$ cat config.mk
export PLATFORM = sky130hd
export DESIGN_NAME = chan_freq_word
export DESIGN_NICKNAME = d
export VERILOG_FILES = /design/src/rtl/cfw_pkg.sv /design/src/rtl/cfw_stage.sv /design/src/rtl/cfw_offset.sv /design/src/rtl/cfw_sum.sv /design/src/rtl/chan_freq_word.sv
export SDC_FILE = /design/constraint.sdc
export NUM_CORES = 1
export LEC_CHECK = 0
export BUFFER_PORTS_ARGS = -buffer_cell sky130_fd_sc_hd__buf_4
export CELL_PAD_IN_SITES_DETAIL_PLACEMENT = 1
export CELL_PAD_IN_SITES_GLOBAL_PLACEMENT = 2
export CORE_MARGIN = 2
export CORE_UTILIZATION = 44
export DETAILED_ROUTE_END_ITERATION = 12
export PLACE_DENSITY = 0.93
export SLEW_MARGIN = 20
export SYNTH_ARGS = -nofsm -noshare
export SYNTH_HDL_FRONTEND = slang
export SYNTH_SLANG_ARGS = --single-unit
$ cat constraint.sdc
create_clock -name clk -period 13.65 [get_ports clk]
set_clock_uncertainty 0.1 [all_clocks]
set_input_delay 0.6825 -clock clk [delete_from_list [all_inputs] [get_ports clk]]
set_output_delay 0.6825 -clock clk [all_outputs]
set_load 0.1 [all_outputs]
$ cat src/rtl/cfw_pkg.sv
package cfw_pkg;

    localparam int BASE_W_D   = 24;
    localparam int CHAN_W_D   = 8;
    localparam int SPCM_W_D   = 8;
    localparam int SPCE_W_D   = 2;
    localparam int IFS_W_D    = 5;
    localparam int EXP_BIAS_D = 2;
    localparam int IF_SHIFT_D = 6;

    typedef enum logic {
        STG_SYNCED,
        STG_STAGED
    } stg_state_t;

    typedef enum logic [1:0] {
        PIPE_EMPTY,
        PIPE_FILL,
        PIPE_READY
    } pipe_state_t;

endpackage

$ cat src/rtl/cfw_stage.sv
module cfw_stage
    import cfw_pkg::*;
#(
    parameter int BASE_W = BASE_W_D,
    parameter int CHAN_W = CHAN_W_D,
    parameter int SPCM_W = SPCM_W_D,
    parameter int SPCE_W = SPCE_W_D,
    parameter int IFS_W  = IFS_W_D
) (
    input  logic              clk,
    input  logic              rst_n,
    input  logic              base_we,
    input  logic [BASE_W-1:0] base_wdata,
    input  logic              chan_we,
    input  logic [CHAN_W-1:0] chan_wdata,
    input  logic              spcm_we,
    input  logic [SPCM_W-1:0] spcm_wdata,
    input  logic              spce_we,
    input  logic [SPCE_W-1:0] spce_wdata,
    input  logic              ifs_we,
    input  logic [IFS_W-1:0]  ifs_wdata,
    input  logic              radio_idle,
    output logic [BASE_W-1:0] act_base,
    output logic [CHAN_W-1:0] act_chan,
    output logic [SPCM_W-1:0] act_spcm,
    output logic [SPCE_W-1:0] act_spce,
    output logic [IFS_W-1:0]  act_ifs,
    output logic              commit_pulse
);

    stg_state_t state_q, state_d;
    logic [BASE_W-1:0] stg_base;
    logic [CHAN_W-1:0] stg_chan;
    logic [SPCM_W-1:0] stg_spcm;
    logic [SPCE_W-1:0] stg_spce;
    logic [IFS_W-1:0]  stg_ifs;
    logic              any_we;
    logic              commit;

    assign any_we = base_we | chan_we | spcm_we | spce_we | ifs_we;
    assign commit = (state_q == STG_STAGED) && radio_idle;

    // next-state logic
    always_comb begin
        state_d = state_q;
        unique case (state_q)
            STG_SYNCED: if (any_we) state_d = STG_STAGED;
            STG_STAGED: if (radio_idle && !any_we) state_d = STG_SYNCED;
            default:    state_d = STG_SYNCED;
        endcase
    end

    // state register
    always_ff @(posedge clk or negedge rst_n) begin
        if (!rst_n) state_q <= STG_SYNCED;
        else        state_q <= state_d;
    end

    // outputs: staging copy, active copy, commit pulse
    always_ff @(posedge clk or negedge rst_n) begin
        if (!rst_n) begin
            stg_base     <= '0;
            stg_chan     <= '0;
            stg_spcm     <= '0;
            stg_spce     <= '0;
            stg_ifs      <= '0;
            act_base     <= '0;
            act_chan     <= '0;
            act_spcm     <= '0;
            act_spce     <= '0;
            act_ifs      <= '0;
            commit_pulse <= 1'b0;
        end else begin
            if (base_we) stg_base <= base_wdata;
            if (chan_we) stg_chan <= chan_wdata;
            if (spcm_we) stg_spcm <= spcm_wdata;
            if (spce_we) stg_spce <= spce_wdata;
            if (ifs_we)  stg_ifs  <= ifs_wdata;
            if (commit) begin
                act_base <= stg_base;
                act_chan <= stg_chan;
                act_spcm <= stg_spcm;
                act_spce <= stg_spce;
                act_ifs  <= stg_ifs;
            end
            commit_pulse <= commit;
        end
    end

    // a commit is only taken on an idle edge
    a_r7_commit_needs_idle: assert property (@(posedge clk) disable iff (!rst_n)
        commit_pulse |-> $past(radio_idle));

    // active settings change only with a commit
    a_r6_active_held: assert property (@(posedge clk) disable iff (!rst_n)
        !commit_pulse |-> $stable({act_base, act_chan, act_spcm, act_spce, act_ifs}));

endmodule

$ cat src/rtl/cfw_offset.sv
module cfw_offset
    import cfw_pkg::*;
#(
    parameter int BASE_W   = BASE_W_D,
    parameter int CHAN_W   = CHAN_W_D,
    parameter int SPCM_W   = SPCM_W_D,
    parameter int SPCE_W   = SPCE_W_D,
    parameter int IFS_W    = IFS_W_D,
    parameter int EXP_BIAS = EXP_BIAS_D,
    parameter int IF_SHIFT = IF_SHIFT_D,
    localparam int PROD_W  = CHAN_W + SPCM_W + 1,
    localparam int MAX_LSH = (2 ** SPCE_W - 1) - EXP_BIAS,
    localparam int OFF_W   = PROD_W + MAX_LSH,
    localparam int IFW_W   = IFS_W + IF_SHIFT
) (
    input  logic              clk,
    input  logic              rst_n,
    input  logic [BASE_W-1:0] act_base,
    input  logic [CHAN_W-1:0] act_chan,
    input  logic [SPCM_W-1:0] act_spcm,
    input  logic [SPCE_W-1:0] act_spce,
    input  logic [IFS_W-1:0]  act_ifs,
    output logic [BASE_W-1:0] base_q,
    output logic [OFF_W-1:0]  off_q,
    output logic [IFW_W-1:0]  ifw_q
);

    localparam logic [SPCE_W-1:0] BIAS_V = SPCE_W'(EXP_BIAS);

    logic [PROD_W-1:0] step;
    logic [PROD_W-1:0] prod;
    logic [OFF_W-1:0]  off_d;

    // spacing in quarter units: 2^SPCM_W + mantissa
    assign step = PROD_W'(act_spcm) + PROD_W'(1 << SPCM_W);
    assign prod = PROD_W'(act_chan) * step;

    always_comb begin
        if (act_spce >= BIAS_V) off_d = OFF_W'(prod) << (act_spce - BIAS_V);
        else                    off_d = OFF_W'(prod >> (BIAS_V - act_spce));
    end

    always_ff @(posedge clk or negedge rst_n) begin
        if (!rst_n) begin
            base_q <= '0;
            off_q  <= '0;
            ifw_q  <= '0;
        end else begin
            base_q <= act_base;
            off_q  <= off_d;
            ifw_q  <= {act_ifs, {IF_SHIFT{1'b0}}};
        end
    end

    // channel zero adds no offset, whatever the spacing
    a_r2_zero_channel: assert property (@(posedge clk) disable iff (!rst_n)
        ($past(act_chan) == '0) |-> (off_q == '0));

endmodule

$ cat src/rtl/cfw_sum.sv
module cfw_sum
    import cfw_pkg::*;
#(
    parameter int BASE_W = BASE_W_D,
    parameter int OFF_W  = 18,
    parameter int IFW_W  = 11,
    localparam int WORD_W = ((BASE_W > OFF_W) ? BASE_W : OFF_W) + 1
) (
    input  logic              clk,
    input  logic              rst_n,
    input  logic [BASE_W-1:0] base_q,
    input  logic [OFF_W-1:0]  off_q,
    input  logic [IFW_W-1:0]  ifw_q,
    input  logic              commit_pulse,
    output logic [WORD_W-1:0] synth_word,
    output logic [IFW_W-1:0]  if_word,
    output logic              word_valid
);

    pipe_state_t state_q, state_d;

    always_comb begin
        state_d = state_q;
        if (commit_pulse) begin
            state_d = PIPE_FILL;
        end else begin
            unique case (state_q)
                PIPE_EMPTY: state_d = PIPE_EMPTY;
                PIPE_FILL:  state_d = PIPE_READY;
                PIPE_READY: state_d = PIPE_READY;
                default:    state_d = PIPE_EMPTY;
            endcase
        end
    end

    always_ff @(posedge clk or negedge rst_n) begin
        if (!rst_n) state_q <= PIPE_EMPTY;
        else        state_q <= state_d;
    end

    always_ff @(posedge clk or negedge rst_n) begin
        if (!rst_n) begin
            synth_word <= '0;
            if_word    <= '0;
        end else begin
            synth_word <= WORD_W'(base_q) + WORD_W'(off_q);
            if_word    <= ifw_q;
        end
    end

    assign word_valid = (state_q == PIPE_READY);

    // valid rises exactly two cycles after a commit pulse
    a_r8_valid_after_commit: assert property (@(posedge clk) disable iff (!rst_n)
        $rose(word_valid) |-> $past(commit_pulse, 2));

    // a valid word holds until the next commit reaches it
    a_r8_word_held: assert property (@(posedge clk) disable iff (!rst_n)
        (word_valid && $past(word_valid)) |-> $stable(synth_word));

endmodule

$ cat src/rtl/chan_freq_word.sv
module chan_freq_word
    import cfw_pkg::*;
#(
    parameter int BASE_W   = BASE_W_D,
    parameter int CHAN_W   = CHAN_W_D,
    parameter int SPCM_W   = SPCM_W_D,
    parameter int SPCE_W   = SPCE_W_D,
    parameter int IFS_W    = IFS_W_D,
    parameter int EXP_BIAS = EXP_BIAS_D,
    parameter int IF_SHIFT = IF_SHIFT_D,
    localparam int PROD_W  = CHAN_W + SPCM_W + 1,
    localparam int OFF_W   = PROD_W + (2 ** SPCE_W - 1) - EXP_BIAS,
    localparam int WORD_W  = ((BASE_W > OFF_W) ? BASE_W : OFF_W) + 1,
    localparam int IFW_W   = IFS_W + IF_SHIFT
) (
    input  logic              clk,
    input  logic              rst_n,
    input  logic              base_we,
    input  logic [BASE_W-1:0] base_wdata,
    input  logic              chan_we,
    input  logic [CHAN_W-1:0] chan_wdata,
    input  logic              spcm_we,
    input  logic [SPCM_W-1:0] spcm_wdata,
    input  logic              spce_we,
    input  logic [SPCE_W-1:0] spce_wdata,
    input  logic              ifs_we,
    input  logic [IFS_W-1:0]  ifs_wdata,
    input  logic              radio_idle,
    output logic [WORD_W-1:0] synth_word,
    output logic [IFW_W-1:0]  if_word,
    output logic              word_valid,
    output logic              commit_pulse
);

    logic [BASE_W-1:0] act_base;
    logic [CHAN_W-1:0] act_chan;
    logic [SPCM_W-1:0] act_spcm;
    logic [SPCE_W-1:0] act_spce;
    logic [IFS_W-1:0]  act_ifs;
    logic [BASE_W-1:0] base_q;
    logic [OFF_W-1:0]  off_q;
    logic [IFW_W-1:0]  ifw_q;

    cfw_stage #(
        .BASE_W(BASE_W), .CHAN_W(CHAN_W), .SPCM_W(SPCM_W),
        .SPCE_W(SPCE_W), .IFS_W(IFS_W)
    ) u_stage (
        .clk(clk), .rst_n(rst_n),
        .base_we(base_we), .base_wdata(base_wdata),
        .chan_we(chan_we), .chan_wdata(chan_wdata),
        .spcm_we(spcm_we), .spcm_wdata(spcm_wdata),
        .spce_we(spce_we), .spce_wdata(spce_wdata),
        .ifs_we(ifs_we),   .ifs_wdata(ifs_wdata),
        .radio_idle(radio_idle),
        .act_base(act_base), .act_chan(act_chan), .act_spcm(act_spcm),
        .act_spce(act_spce), .act_ifs(act_ifs),
        .commit_pulse(commit_pulse)
    );

    cfw_offset #(
        .BASE_W(BASE_W), .CHAN_W(CHAN_W), .SPCM_W(SPCM_W), .SPCE_W(SPCE_W),
        .IFS_W(IFS_W), .EXP_BIAS(EXP_BIAS), .IF_SHIFT(IF_SHIFT)
    ) u_offset (
        .clk(clk), .rst_n(rst_n),
        .act_base(act_base), .act_chan(act_chan), .act_spcm(act_spcm),
        .act_spce(act_spce), .act_ifs(act_ifs),
        .base_q(base_q), .off_q(off_q), .ifw_q(ifw_q)
    );

    cfw_sum #(
        .BASE_W(BASE_W), .OFF_W(OFF_W), .IFW_W(IFW_W)
    ) u_sum (
        .clk(clk), .rst_n(rst_n),
        .base_q(base_q), .off_q(off_q), .ifw_q(ifw_q),
        .commit_pulse(commit_pulse),
        .synth_word(synth_word), .if_word(if_word), .word_valid(word_valid)
    );

    // a valid word never falls below the committed base (no wrap)
    a_r4_no_overflow: assert property (@(posedge clk) disable iff (!rst_n)
        (word_valid && !commit_pulse) |-> (synth_word >= WORD_W'(act_base)));

endmodule

# Yosys cells after proc, flatten, opt, wreduce, memory -nomap -nowiden
# Index checks and enable logic that the tools add are counted.
[totals]
reg_bits = 175
out_inout_bits = 38
elab_cells = 43
[op_classes]
n_addsub = 4
n_mul = 1
order_cmp = 1
eq_ne = 2
n_shift = 2
muxes = 6
n_bitwise = 5
reduce_logical = 4
[op_table]
columns = ["cell", "n"]
rows = [
  ["adder 24 x 18 -> 25 bit", 1],
  ["two-way mux 18 bit", 1],
  ["left shift 17 x 2 -> 18 bit", 1],
  [">> shifter 17 x 2 -> 18 bit", 1],
  ["multiplier 8 x 17 -> 17 bit", 1],
  ["adder 8 x 9 -> 10 bit (second input constant)", 1],
  ["two-way mux 2 bit", 2],
  ["OR 1 bit", 4],
  ["equality test 2 x 1 -> 1 bit (second input constant)", 1],
  ["equality test 2 bit (second input constant)", 1],
  [">= comparator 2 bit (second input constant)", 1],
  ["logical AND 1 bit", 2],
  ["two-way mux 1 bit", 2],
  ["one-hot mux 1 bit (2 select lines)", 1],
  ["OR reduction 2 bit", 1],
  ["subtractor 2 bit (first input constant)", 1],
  ["subtractor 2 bit (second input constant)", 1],
  ["zero test 1 bit", 1],
  ["NOT 1 bit", 1],
]

# Longest topological paths before layout
# Gate-level depths: netlist of run 1.
[depth]
ltp_word = 8
ltp_mapped = 19
mapped_depth_nobuf = 18

# By module
# A second synthesis of run 1 with hierarchy kept.
[hier_totals]
cells_unflattened = 876
area_unflattened_um2 = 10221.1
[modules_own_cells]
columns = ["mod", "instances", "cells_each", "area_each_um2", "seq_area_each_um2"]
rows = [
  ["cfw_offset", 1, 470, 4525.6, 1176.1],
  ["cfw_stage", 1, 207, 3632.2, 2402.3],
  ["cfw_sum", 1, 199, 2063.2, 950.9],
]

# Worst setup path before layout of run 1
# Ideal clock, no wire load.
[synth_timing]
kind = "register -> register"
from = "register u_stage.act_chan[4]"
to = "register u_offset.off_q[13]"
setup_time_ns = 0.134
t_arrival_ns = 4.569
setup_slack_ns = 8.847
stages_incl_launch_ff = 19
path_buffers = 0
synth_period_minus_slack_ns = 4.803
cell_sequence = "dfrtp_1 > and2_1 > fa_1 > inv_1 > fa_1 > inv_1 > fa_1 > inv_1 > fa_1 > inv_1 > ha_1 > a21oi_1 > o21ai_2 > a41o_1 > a21oi_2 > xor2_2 > mux2i_1 > a222oi_1 > o21ai_1"
[synth_via]
elab_chain_cells = 3
[synth_lines]
columns = ["item", "line", "source"]
rows = [
  ["start: declaration", "cfw_stage.sv:24", "output logic [CHAN_W-1:0] act_chan,"],
  ["start signal: assignment", "cfw_stage.sv:81", "act_chan <= stg_chan;"],
  ["multiplier 8 x 17 -> 17 bit (*)", "cfw_offset.sv:36", "assign prod = PROD_W'(act_chan) * step;"],
  [">> shifter 17 x 2 -> 18 bit / left shift 17 x 2 -> 18 bit (equally long branches)", "cfw_offset.sv:40, cfw_offset.sv:39", ""],
  ["two-way mux 18 bit (*)", "cfw_offset.sv:39", "if (act_spce >= BIAS_V) off_d = OFF_W'(prod) << (act_spce - BIAS_V);"],
  ["named net u_offset.off_d[13]", "cfw_offset.sv:32", "logic [OFF_W-1:0] off_d;"],
  ["end signal: assignment", "cfw_offset.sv:46", "off_q <= '0;"],
  ["end signal: assignment", "cfw_offset.sv:50", "off_q <= off_d;"],
  ["end: declaration", "cfw_offset.sv:24", "output logic [OFF_W-1:0] off_q,"],
]
# The timed path passes the listed nets; every way through them passes the cells marked *.
# A chain may end at the register's enable or synchronous reset.

# Final worst setup path of run 1
# Ends and elaborated chain as after synthesis.

==> impl_results.md, run 1 <==
- H-tree level count: 4
- Final core area utilization: 51.5%
- EDFF count, synth: 0
- Avg Inst Size Synth: 11.6 um2
- Fin. Hold Viols: 0
- Status: finished, final reports clean
- Synth top area cells: dfrtp_1 (45%), mux2_2 (11%), fa_1 (8.9%)
- GPL Wtd Cong: 0.809
- Synth cell count leaders: dfrtp_1 (175), mux2_2 (92), inv_1 (77)
- Largest area contributor in the netlist: dfrtp_1
- Crit Path Class: reg2reg
- Post-CTS Repair Setup Buffers: 0
- CTS tree: built
- Clock transition at path regs: 0.07 ns
- Kind of cell adding the most delay to the critical path: adder cells
- Slew HR: 33.4%
- Number of max-cap violations: 0
- Worst slew pin tran: 0.992 ns
- Setup slack after layout: approximately 8.5 ns
- Share of post-route cells with drive strength above 1: 25.2%
- TNS Setup: 0 ns
- Reg2reg path depth: 18
- Final net count: between 1,000 and 1,500
- Flop2flop setup slack: 8.50 ns
- Diode count: 0
- Cell Rows: 54
- Yosys top cell area share: 45.3%
- Critical path's slowest cell: fa_1
- Post-synthesis sequential area ratio: 45.3%
- Final std cells w/o fill: between 1,000 and 1,500
- Clock sink count: roughly 180
- Reg2reg end: u_offset.off_q[13]
- Async SR Flop Fraction: 100%
- Initial core utilization: 44.6%
- Top-count cell post-synth: dfrtp_1
- YS warnings: 0
- Library cells used by synthesis: 64
- R2r startpoint: u_stage.act_chan[4]
- CP max FO: 10
- Levels on crit path: 18
- Ys flop type: dfrtp_1
- Iteration-0 DRC Markers: 235
- Cts hold-fix bufs: 0
- Pre-CTS WS: 8.50 ns
- Die height: 152 um
- Final WL: 20,900 um
- Worst Path Buf+Inv: 4
- RSZ-0062 raised after global routing: no
- Max Clock Freq: 194 MHz
- TritonRoute pass-1 iters: 4
- Fin. max-slew vios: 0
- I/O Pins: 93
- Fill count: 2,308
- Number of buffers created by CTS: 17
- Cells after DPL: 1,178
- Synthesized area: 9660 um2
- Area grow syn2layout: 15.7%
- DIE AREA: 23,200 um2
- Initial antenna violation count: 0
- Dpl hpwl: 15,500 um
- Hold Path Class: in2async
- Final setup viols: 0
- Avg Vias per Cell: 5.22
- DR vias: 6,322
- Final period utilization: around 38%
- Drt wl/cell: 17.3 um
- CTS resizes: 0
- Core ar.: 21,700 um2
- CP required: 13.86 ns
- Vias in the first global route: 6,963
- Max Buffers Root-to-Sink: 2
- Largest net degree at the start of global routing: between 70 and 80
- First-pass GRT wire length: 35,400 um
- Post-DRT Antenna Nets: 0
- Clk root buf: clkbuf_16
- Startpoint Class: flop
- GRT Total Usage: 18.9%
- FF+latch count, synth: approximately 180
- Die width: 152 um
- Post-Synthesis Cells: 832
- Crit path DAT: 5.35 ns
- CP cell instances: and2_1 > fa_1 > inv_1 > fa_1 > inv_1 > fa_1 > inv_1 > fa_1 > inv_1 > ha_1 > a21oi_1 > o21ai_2 > a41o_1 > a21oi_2 > xor2_2 > mux2i_1 > a222oi_1 > o21ai_1
- Tmin final: 5.15 ns
- Total grt overflow: 0
- DRC errors left: 0
- CP max stage delay: 0.53 ns
- Setup crit end kind: flop
- Skew-Pair Late Insertion Delay: 0.44 ns
- I/O Buffers: 86
[flip-flops by register name, summed over array words and instances (netlist names), 8 cells and up]
register and count:
u_offset.base_q 24, u_offset.off_q 18, u_stage.act_base 24, u_stage.act_chan 8, u_stage.act_spcm 8, u_stage.stg_base 24, u_stage.stg_chan 8, u_stage.stg_spcm 8
u_sum.synth_word 25
[area by class of cell]
| type | count | area, um2 | share of cell area, % |
|---|---|---|---|
| multi-input combinational | 554 | 4880 | 43.6 |
| sequential | 175 | 4380 | 39.2 |
| timing repair buffer | 91 | 687 | 6.14 |
| clock buffer | 17 | 425 | 3.81 |
| tap | 280 | 350 | 3.13 |
| inverter | 78 | 293 | 2.62 |
| clock inverter | 15 | 166 | 1.49 |
[cells by family after synthesis]
group	synth area share, %
compound gates	10.8
fa+ha+maj	16.3
xor+xnor	2.98
buf+inv	4.43
flops	45.3
simple gates	9.06
other cells	0.0388
mux	11.1
[per-stage QoR]
step | hold WS [ns] | cell area, um2
after floorplan | 0.231 | 9680
after global placement | 0.235 | 10600
after detailed placement | 0.236 | 10600
after CTS | 0.0491 | 11200
after global routing | 0.0635 | 11200
final | 0.0511 | 11200
[routing by layer]
layer / routed length [um] / GRT usage, % / share of wire, % / up-vias
li1: - / - / - / 2991
met1: 9370 / 24.2 / 45 / 3202
met2: 10600 / 33.0 / 51 / 106
met3: 647 / 3.56 / 3.1 / 23
met4: 280 / 5.43 / 1.3 / 0
met5: 0 / 0 / 0 / -
[worst register-to-register path: stages, from the launching register on]
cell,delay [ns]
dfrtp_1,0.50
and2_1,0.24
fa_1,0.53
inv_1,0.05
fa_1,0.47
inv_1,0.05
fa_1,0.52
inv_1,0.05
fa_1,0.52
inv_1,0.04
ha_1,0.34
a21oi_1,0.20
o21ai_2,0.12
a41o_1,0.29
a21oi_2,0.18
xor2_2,0.21
mux2i_1,0.13
a222oi_1,0.33
o21ai_1,0.12
[placed cells by master, fill, tap and decap left out, types with 10 or more instances in the layout]
| master | count |
|---|---|
| inv_1 | 77 |
| o21ai_0 | 30 |
| a21o_1 | 13 |
| buf_4 | 90 |
| a21oi_1 | 31 |
| ha_1 | 57 |
| clkbuf_16 | 17 |
| and2_1 | 55 |
| mux2_2 | 92 |
| nand2_1 | 46 |
| xnor2_1 | 19 |
| fa_1 | 43 |
| nor2_1 | 28 |
| dfrtp_1 | 175 |
| nor3_1 | 10 |
| xor2_1 | 12 |
[worst max-delay path by stage]
| stage | startpoint | to |
|---|---|---|
| floorplan | u_stage.act_chan[4] | u_offset.off_q[13] |
| global placement | u_stage.act_chan[4] | u_offset.off_q[13] |
| detailed placement | u_stage.act_chan[4] | u_offset.off_q[13] |
| CTS | u_stage.act_chan[4] | u_offset.off_q[13] |
| global route | u_stage.act_chan[4] | u_offset.off_q[13] |
| finish | u_stage.act_chan[4] | u_offset.off_q[13] |
Power of run 1 is left out: the tool's default activity adds up to more than one toggle a clock period on the data nets, which glitch-free logic cannot reach.
==> run 2: changes to the inputs <==
Settings changed: CORE_UTILIZATION 44 to 36, PLACE_DENSITY 0.93 to 0.83.
Clock period 13.65 ns to 4.2 ns, I/O delays scaled along.
==> run 2 against run 1 <==
Net effect: the flow now finishes with violations (negative setup slack); global-route usage down 2.0 points; sequential cell count unchanged; worst hold slack worse by 0.038 ns; die area up 22%; sequential share of layout area down 4.8 points; worst setup slack worse by 9.1 ns; core utilization down 2.8 points; largest cell class unchanged; highest routed layer unchanged.
==> impl_results.md, run 2 (synthesized netlist as in run 1, its figures left out) <==
- I/O Pins: 93 (unchanged)
- Area grow syn2layout: 32.1%
- Clock sink count: 175 (unchanged)
- Post-DRT Antenna Nets: 0 (unchanged)
- Die width: 168 um (+10%)
- Failing checks: negative setup slack
- Setup crit end kind: flop
- Status: finished, violations left
- Fin. Hold Viols: 0 (unchanged)
- Dpl hpwl: 15,700 um (+1.3%)
- Number of max-cap violations: 0 (unchanged)
- Hold path start: chan_we
- Skew-Pair Late Insertion Delay: 0.44 ns (about the same)
- Worst Path Buf+Inv: 4 (unchanged)
- Iteration-0 DRC Markers: 353 (+50%)
- CTS tree: built
- R2r startpoint: u_stage.act_chan[3]
- Critical path's most frequent cell: fa_1
- CP cell instances: and2_4 > fa_1 > fa_1 > fa_1 > inv_1 > fa_1 > inv_2 > ha_4 > a21o_1 > a21o_1 > a41o_1 > a21oi_2 > xor2_2 > buf_4 > buf_4 > o21ai_1 > a22oi_1 > o21ai_1
- Most common cell after layout, fill and taps aside: dfrtp_1
- First-pass GRT wire length: 38,400 um (+8.5%)
- Final net count: 1,204 (+12%)
- Slew HR: 36.8% (+3.5 points)
- Max Clock Freq: 211 MHz (+8.3%)
- Crit path launch: u_stage.act_chan[3]
- Kind of cell adding the most delay to the critical path: adder cells
- GPL Wtd Cong: 0.812 (+0.35%)
- Levels on crit path: 18 (unchanged)
- Max Buffers Root-to-Sink: 2 (unchanged)
- Die height: 168 um (+10%)
- Share of post-route cells with drive strength above 1: 34.9% (+9.8 points)
- Initial core utilization: 36.9% (-7.7 points)
- Crit path DAT: 4.95 ns (-0.40 ns)
- Crit Path Class: reg2reg
- Hold Path Class: in2reg
- Clk root buf: clkbuf_16
- Largest net degree at the start of global routing: 105 (+38%)
- Worst slew pin tran: 0.947 ns (-0.0442 ns)
- Number of buffers created by CTS: 17 (unchanged)
- DRC errors left: 0 (unchanged)
- Clock transition at path regs: 0.07 ns (about the same)
- Final setup viols: 15 (+15)
- Drt wl/cell: 16.3 um (-6.0%)
- Startpoint Class: flop
- H-tree level count: 4 (unchanged)
- RSZ-0062 raised after global routing: yes
- CP required: 4.40 ns (-9.46 ns)
- GRT Total Usage: 16.9% (-2.0 points)
- Tmin final: 4.75 ns (-0.396 ns)
- DR vias: 6,853 (+8.4%)
- Hold_ws: 0.0127 ns (-0.0383 ns)
- Initial antenna violation count: 0 (unchanged)
- CP max stage delay: 0.51 ns (-0.02 ns)
- Total grt overflow: 0 (unchanged)
- I/O Buffers: 86 (unchanged)
- Final period utilization: 113% (+75 points)
- CP max FO: 8 (-2)
- Worst Hold Path Cells: 2
- Cell Rows: 59 (+9.3%)
- Final WL: 22,700 um (+8.6%)
- Biggest register: u_sum.synth_word
- Fin. max-slew vios: 0 (unchanged)
- Critical path's slowest cell: fa_1
- Vias in the first global route: 7,659 (+10%)
- Largest register FFs: 25 (unchanged)
- TritonRoute pass-1 iters: 4 (unchanged)
- Avg Vias per Cell: 4.91 (-6.1%)
- Diode count: 0 (unchanged)
- Commonest non-fill, non-tap cells in the layout: dfrtp_1 (165), buf_4 (164), mux2_2 (91)
- DIE AREA: 28,200 um2 (+22%)
- Core ar.: 26,200 um2 (+21%)
- Reg2reg path depth: 18 (unchanged)
- Setup slack after layout: -0.550 ns (-9.05 ns)
-- run 2: cell types whose count changed in the layout (fill, tap and decap cells not counted), moves of 5 or more --
cell           previous run  this run
ha_4                      0         6
fa_2                      0         5
inv_8                     5         0
ha_1                     57        51
o21ai_0                  30        25
o21ai_1                   7        12
bufinv_16                 0         5
dfrtp_1                 175       165
dfrtp_2                   0        10
and2_1                   55        40
fa_1                     43        38
and2_4                    0        15
dlygate4sd3_1             0        57
buf_4                    90       164
-- run 2: timing repair --
action | 4_1_cts | 5_1_grt
setup buffers | 6 | 6
pin swaps | 18 | 18
resized for setup | 21 | 23
hold buffers | 57 | 0
hold endpoints to repair | 151 | 0
endpoints found under the setup margin | 15 | 15
-- run 2: routing by layer --
metal | wire length [um] | share of wire, % | global-route usage [%]
met5 | 0 | 0 | 0
met4 | 280 | 1.2 | 3.71
met3 | 541 | 2.4 | 2.99
met2 | 11800 | 52 | 30.8
met1 | 10100 | 45 | 21.1
-- run 2: worst paths after layout --
path | endpoint | slack, ns
worst max-delay path | u_offset.off_q[12] | -0.55
worst min-delay path | u_stage.stg_chan[2] | 0.01
worst min register to register | u_sum.if_word[7] | 0.24
worst max register to register | u_offset.off_q[12] | -0.55
max in group asynchronous | u_offset.ifw_q[10] | 2.69
min in group asynchronous | u_sum.synth_word[1] | 0.39
-- run 2: stage by stage --
step | util, % | setup TNS, ns | cell area (um2) | setup slack [ns] | std cells
floorplan | - | -1.59 | 9810 | -0.324 | 837
global placement | 43.0 | -5.13 | 11300 | -0.498 | 1296
detailed placement | 43.0 | -5.65 | 11300 | -0.517 | 1296
CTS | 48.2 | -5.23 | 12600 | -0.508 | 1391
global route | 48.7 | -8.85 | 12800 | -0.761 | 1397
finish | 48.7 | -5.73 | 12800 | -0.550 | 1397
-- run 2: area by class of cell --
cell class,count,area [um2]
fillers,2739,13400
multi-input cells,554,5170
flip-flops and latches,175,4390
repair buffers,223,1830
clock buffers,18,429
well taps,335,419
inverters,78,293
clock inverters,14,231
Power of run 2 is left out for the same reason.
==> run 3: changes to the inputs <==
Settings changed: PLACE_DENSITY 0.83 to 0.79.
==> run 3 against run 2 <==
Net effect: the flow still finishes with violations (negative setup slack); global-route usage up 0.18 points; cell count hardly changed; first-iteration DRC count fell by 37%; highest routed layer unchanged.
==> impl_results.md, run 3 (synthesized netlist as in run 1, its figures left out) <==
- Vias in the first global route: 7,748 (+1.2%)
- Initial antenna violation count: 0 (unchanged)
- Drt wl/cell: 16.5 um (+1.1%)
- Crit Path Class: reg2reg
- Failing checks: negative setup slack
- Biggest register: u_sum.synth_word
- Final setup viols: 14 (-1)
- Setup slack after layout: -0.571 ns (-0.0206 ns)
- H-tree level count: 4 (unchanged)
- Crit path DAT: 4.97 ns (+0.02 ns)
- Pre-CTS WS: -0.578 ns (-0.0608 ns)
- WHS Endpoint: u_stage.stg_chan[2]
- Fill count: 2,786 (+1.7%)
- Clock sink count: 175 (unchanged)
- First-pass GRT wire length: 38,800 um (+1.1%)
- Crit path launch: u_stage.act_chan[2]
- Slew HR: 36.9% (+0.080 points)
- Initial core utilization: 36.9% (unchanged)
- CTS tree: built
- Post-DRT Antenna Nets: 0 (unchanged)
- Largest register FFs: 25 (unchanged)
- Cell Rows: 59 (unchanged)
- GRT Total Usage: 17.1% (+0.18 points)
- Multi-input gate area: 5230 um2 (+1.1%)
- Clk root buf: clkbuf_16
- I/O Buffers: 86 (unchanged)
- Diode count: 0 (unchanged)
- Reg2reg path depth: 19 (+1)
- I/O Pins: 93 (unchanged)
- Worst Hold Path Cells: 2 (unchanged)
- Dpl hpwl: 16,000 um (+1.7%)
- Core ar.: 26,200 um2 (unchanged)
- Fin. max-slew vios: 0 (unchanged)
- Hold path start: chan_we
- Reg2reg end: u_offset.off_q[13]
- Seq. cell area: 4390 um2 (about the same)
- Share of post-route cells with drive strength above 1: 35.7% (+0.81 points)
- Hold_ws: 0.0215 ns (+0.00874 ns)
- Flop2flop setup slack: -0.57 ns (-0.02 ns)
- Skew-Pair Late Insertion Delay: 0.43 ns (about the same)
- Final period utilization: 114% (+0.49 points)
- Worst slew pin tran: 0.946 ns (-0.00121 ns)
- Tmin final: 4.77 ns (+0.0206 ns)
- RSZ-0062 raised after global routing: yes
- DRC errors left: 0 (unchanged)
- Setup crit end kind: flop
- Avg Vias per Cell: 4.90 (-0.14%)
- Max Buffers Root-to-Sink: 2 (unchanged)
- CP max FO: 8 (unchanged)
- DR vias: 6,848 (-0.073%)
- Largest net degree at the start of global routing: 104 (-0.95%)
- DIE AREA: 28,200 um2 (unchanged)
- Die width: 168 um (unchanged)
- Startpoint Class: flop
- Most common cell after layout, fill and taps aside: dfrtp_1
- Max Clock Freq: 210 MHz (-0.43%)
- Die height: 168 um (unchanged)
- Number of max-cap violations: 0 (unchanged)
- Number of buffers created by CTS: 17 (unchanged)
- Hold Path Class: in2reg
- Area grow syn2layout: 32.5%
- Iteration-0 DRC Markers: 224 (-37%)
- Fin. Hold Viols: 0 (unchanged)
- Final WL: 23,000 um (+1.2%)
- CP required: 4.40 ns (about the same)
- Clock transition at path regs: 0.08 ns (about the same)
- GPL Wtd Cong: 0.814 (+0.21%)
- TritonRoute pass-1 iters: 4 (unchanged)
- Final std cells w/o fill: 1,398 (+0.072%)
- Status: finished, violations left
- Cells after DPL: 1,299 (+0.23%)
- R2r startpoint: u_stage.act_chan[2]
- Commonest non-fill, non-tap cells in the layout: dfrtp_1 (166), buf_4 (161), mux2_2 (91)
- Total grt overflow: 0 (unchanged)
- Final net count: 1,205 (+0.083%)
-- run 3: how the worst max path moves through the flow --
stage	slack, ns	endpoint
2_1_floorplan	-0.32	u_offset.off_q[13]
3_3_place_gp	-0.44	u_offset.off_q[12]
3_5_place_dp	-0.58	u_offset.off_q[11]
4_1_cts	-0.54	u_offset.off_q[13]
5_1_grt	-0.82	u_offset.off_q[13]
6_report	-0.57	u_offset.off_q[13]
-- run 3: cell type report --
type	count	area share [%]
clock buffers	17	3.32
inverters	78	2.29
well taps	335	3.27
clock inverters	15	1.50
flip-flops and latches	175	34.3
repair buffers	224	14.5
multi-input cells	554	40.9
-- run 3: worst max-delay path: stages, from the launching register on --
cell      delay, ns
dfrtp_2        0.47
and2_4         0.16
fa_1           0.53
inv_1          0.05
fa_1           0.48
inv_1          0.05
fa_1           0.49
inv_2          0.04
fa_1           0.48
inv_2          0.05
ha_4           0.28
o211ai_1       0.10
o21ai_2        0.26
buf_4          0.16
a211oi_2       0.06
nor2_2         0.21
xor2_2         0.13
a21o_1         0.21
a222oi_1       0.24
o21ai_1        0.11
-- run 3: per-stage QoR --
step	TNS (ns)	instance area [um2]	util, %
detailed placement	-6.11	11300	43.1
global route	-8.70	12800	48.9
floorplan	-1.59	9810	-
finish	-5.63	12800	48.9
CTS	-5.42	12600	48.2
global placement	-4.97	11300	43.1
-- run 3: routing by layer --
| layer | track usage, % | vias up | part of all wire (%) |
|---|---|---|---|
| li1 | - | 3267 | - |
| met1 | 21.5 | 3451 | 45 |
| met2 | 30.9 | 100 | 51 |
| met3 | 2.54 | 30 | 1.9 |
| met4 | 4.54 | 0 | 1.4 |
| met5 | 0 | - | 0 |
-- run 3: what timing repair did --
| item | 4_1_cts | 5_1_grt |
|---|---|---|
| hold buffers | 58 | 0 |
| endpoints found under the setup margin | 15 | 15 |
| pin swaps | 22 | 31 |
| hold endpoints to repair | 150 | 0 |
| gates resized for setup | 30 | 32 |
| buffers inserted | 6 | 5 |
Power of run 3 is left out for the same reason.
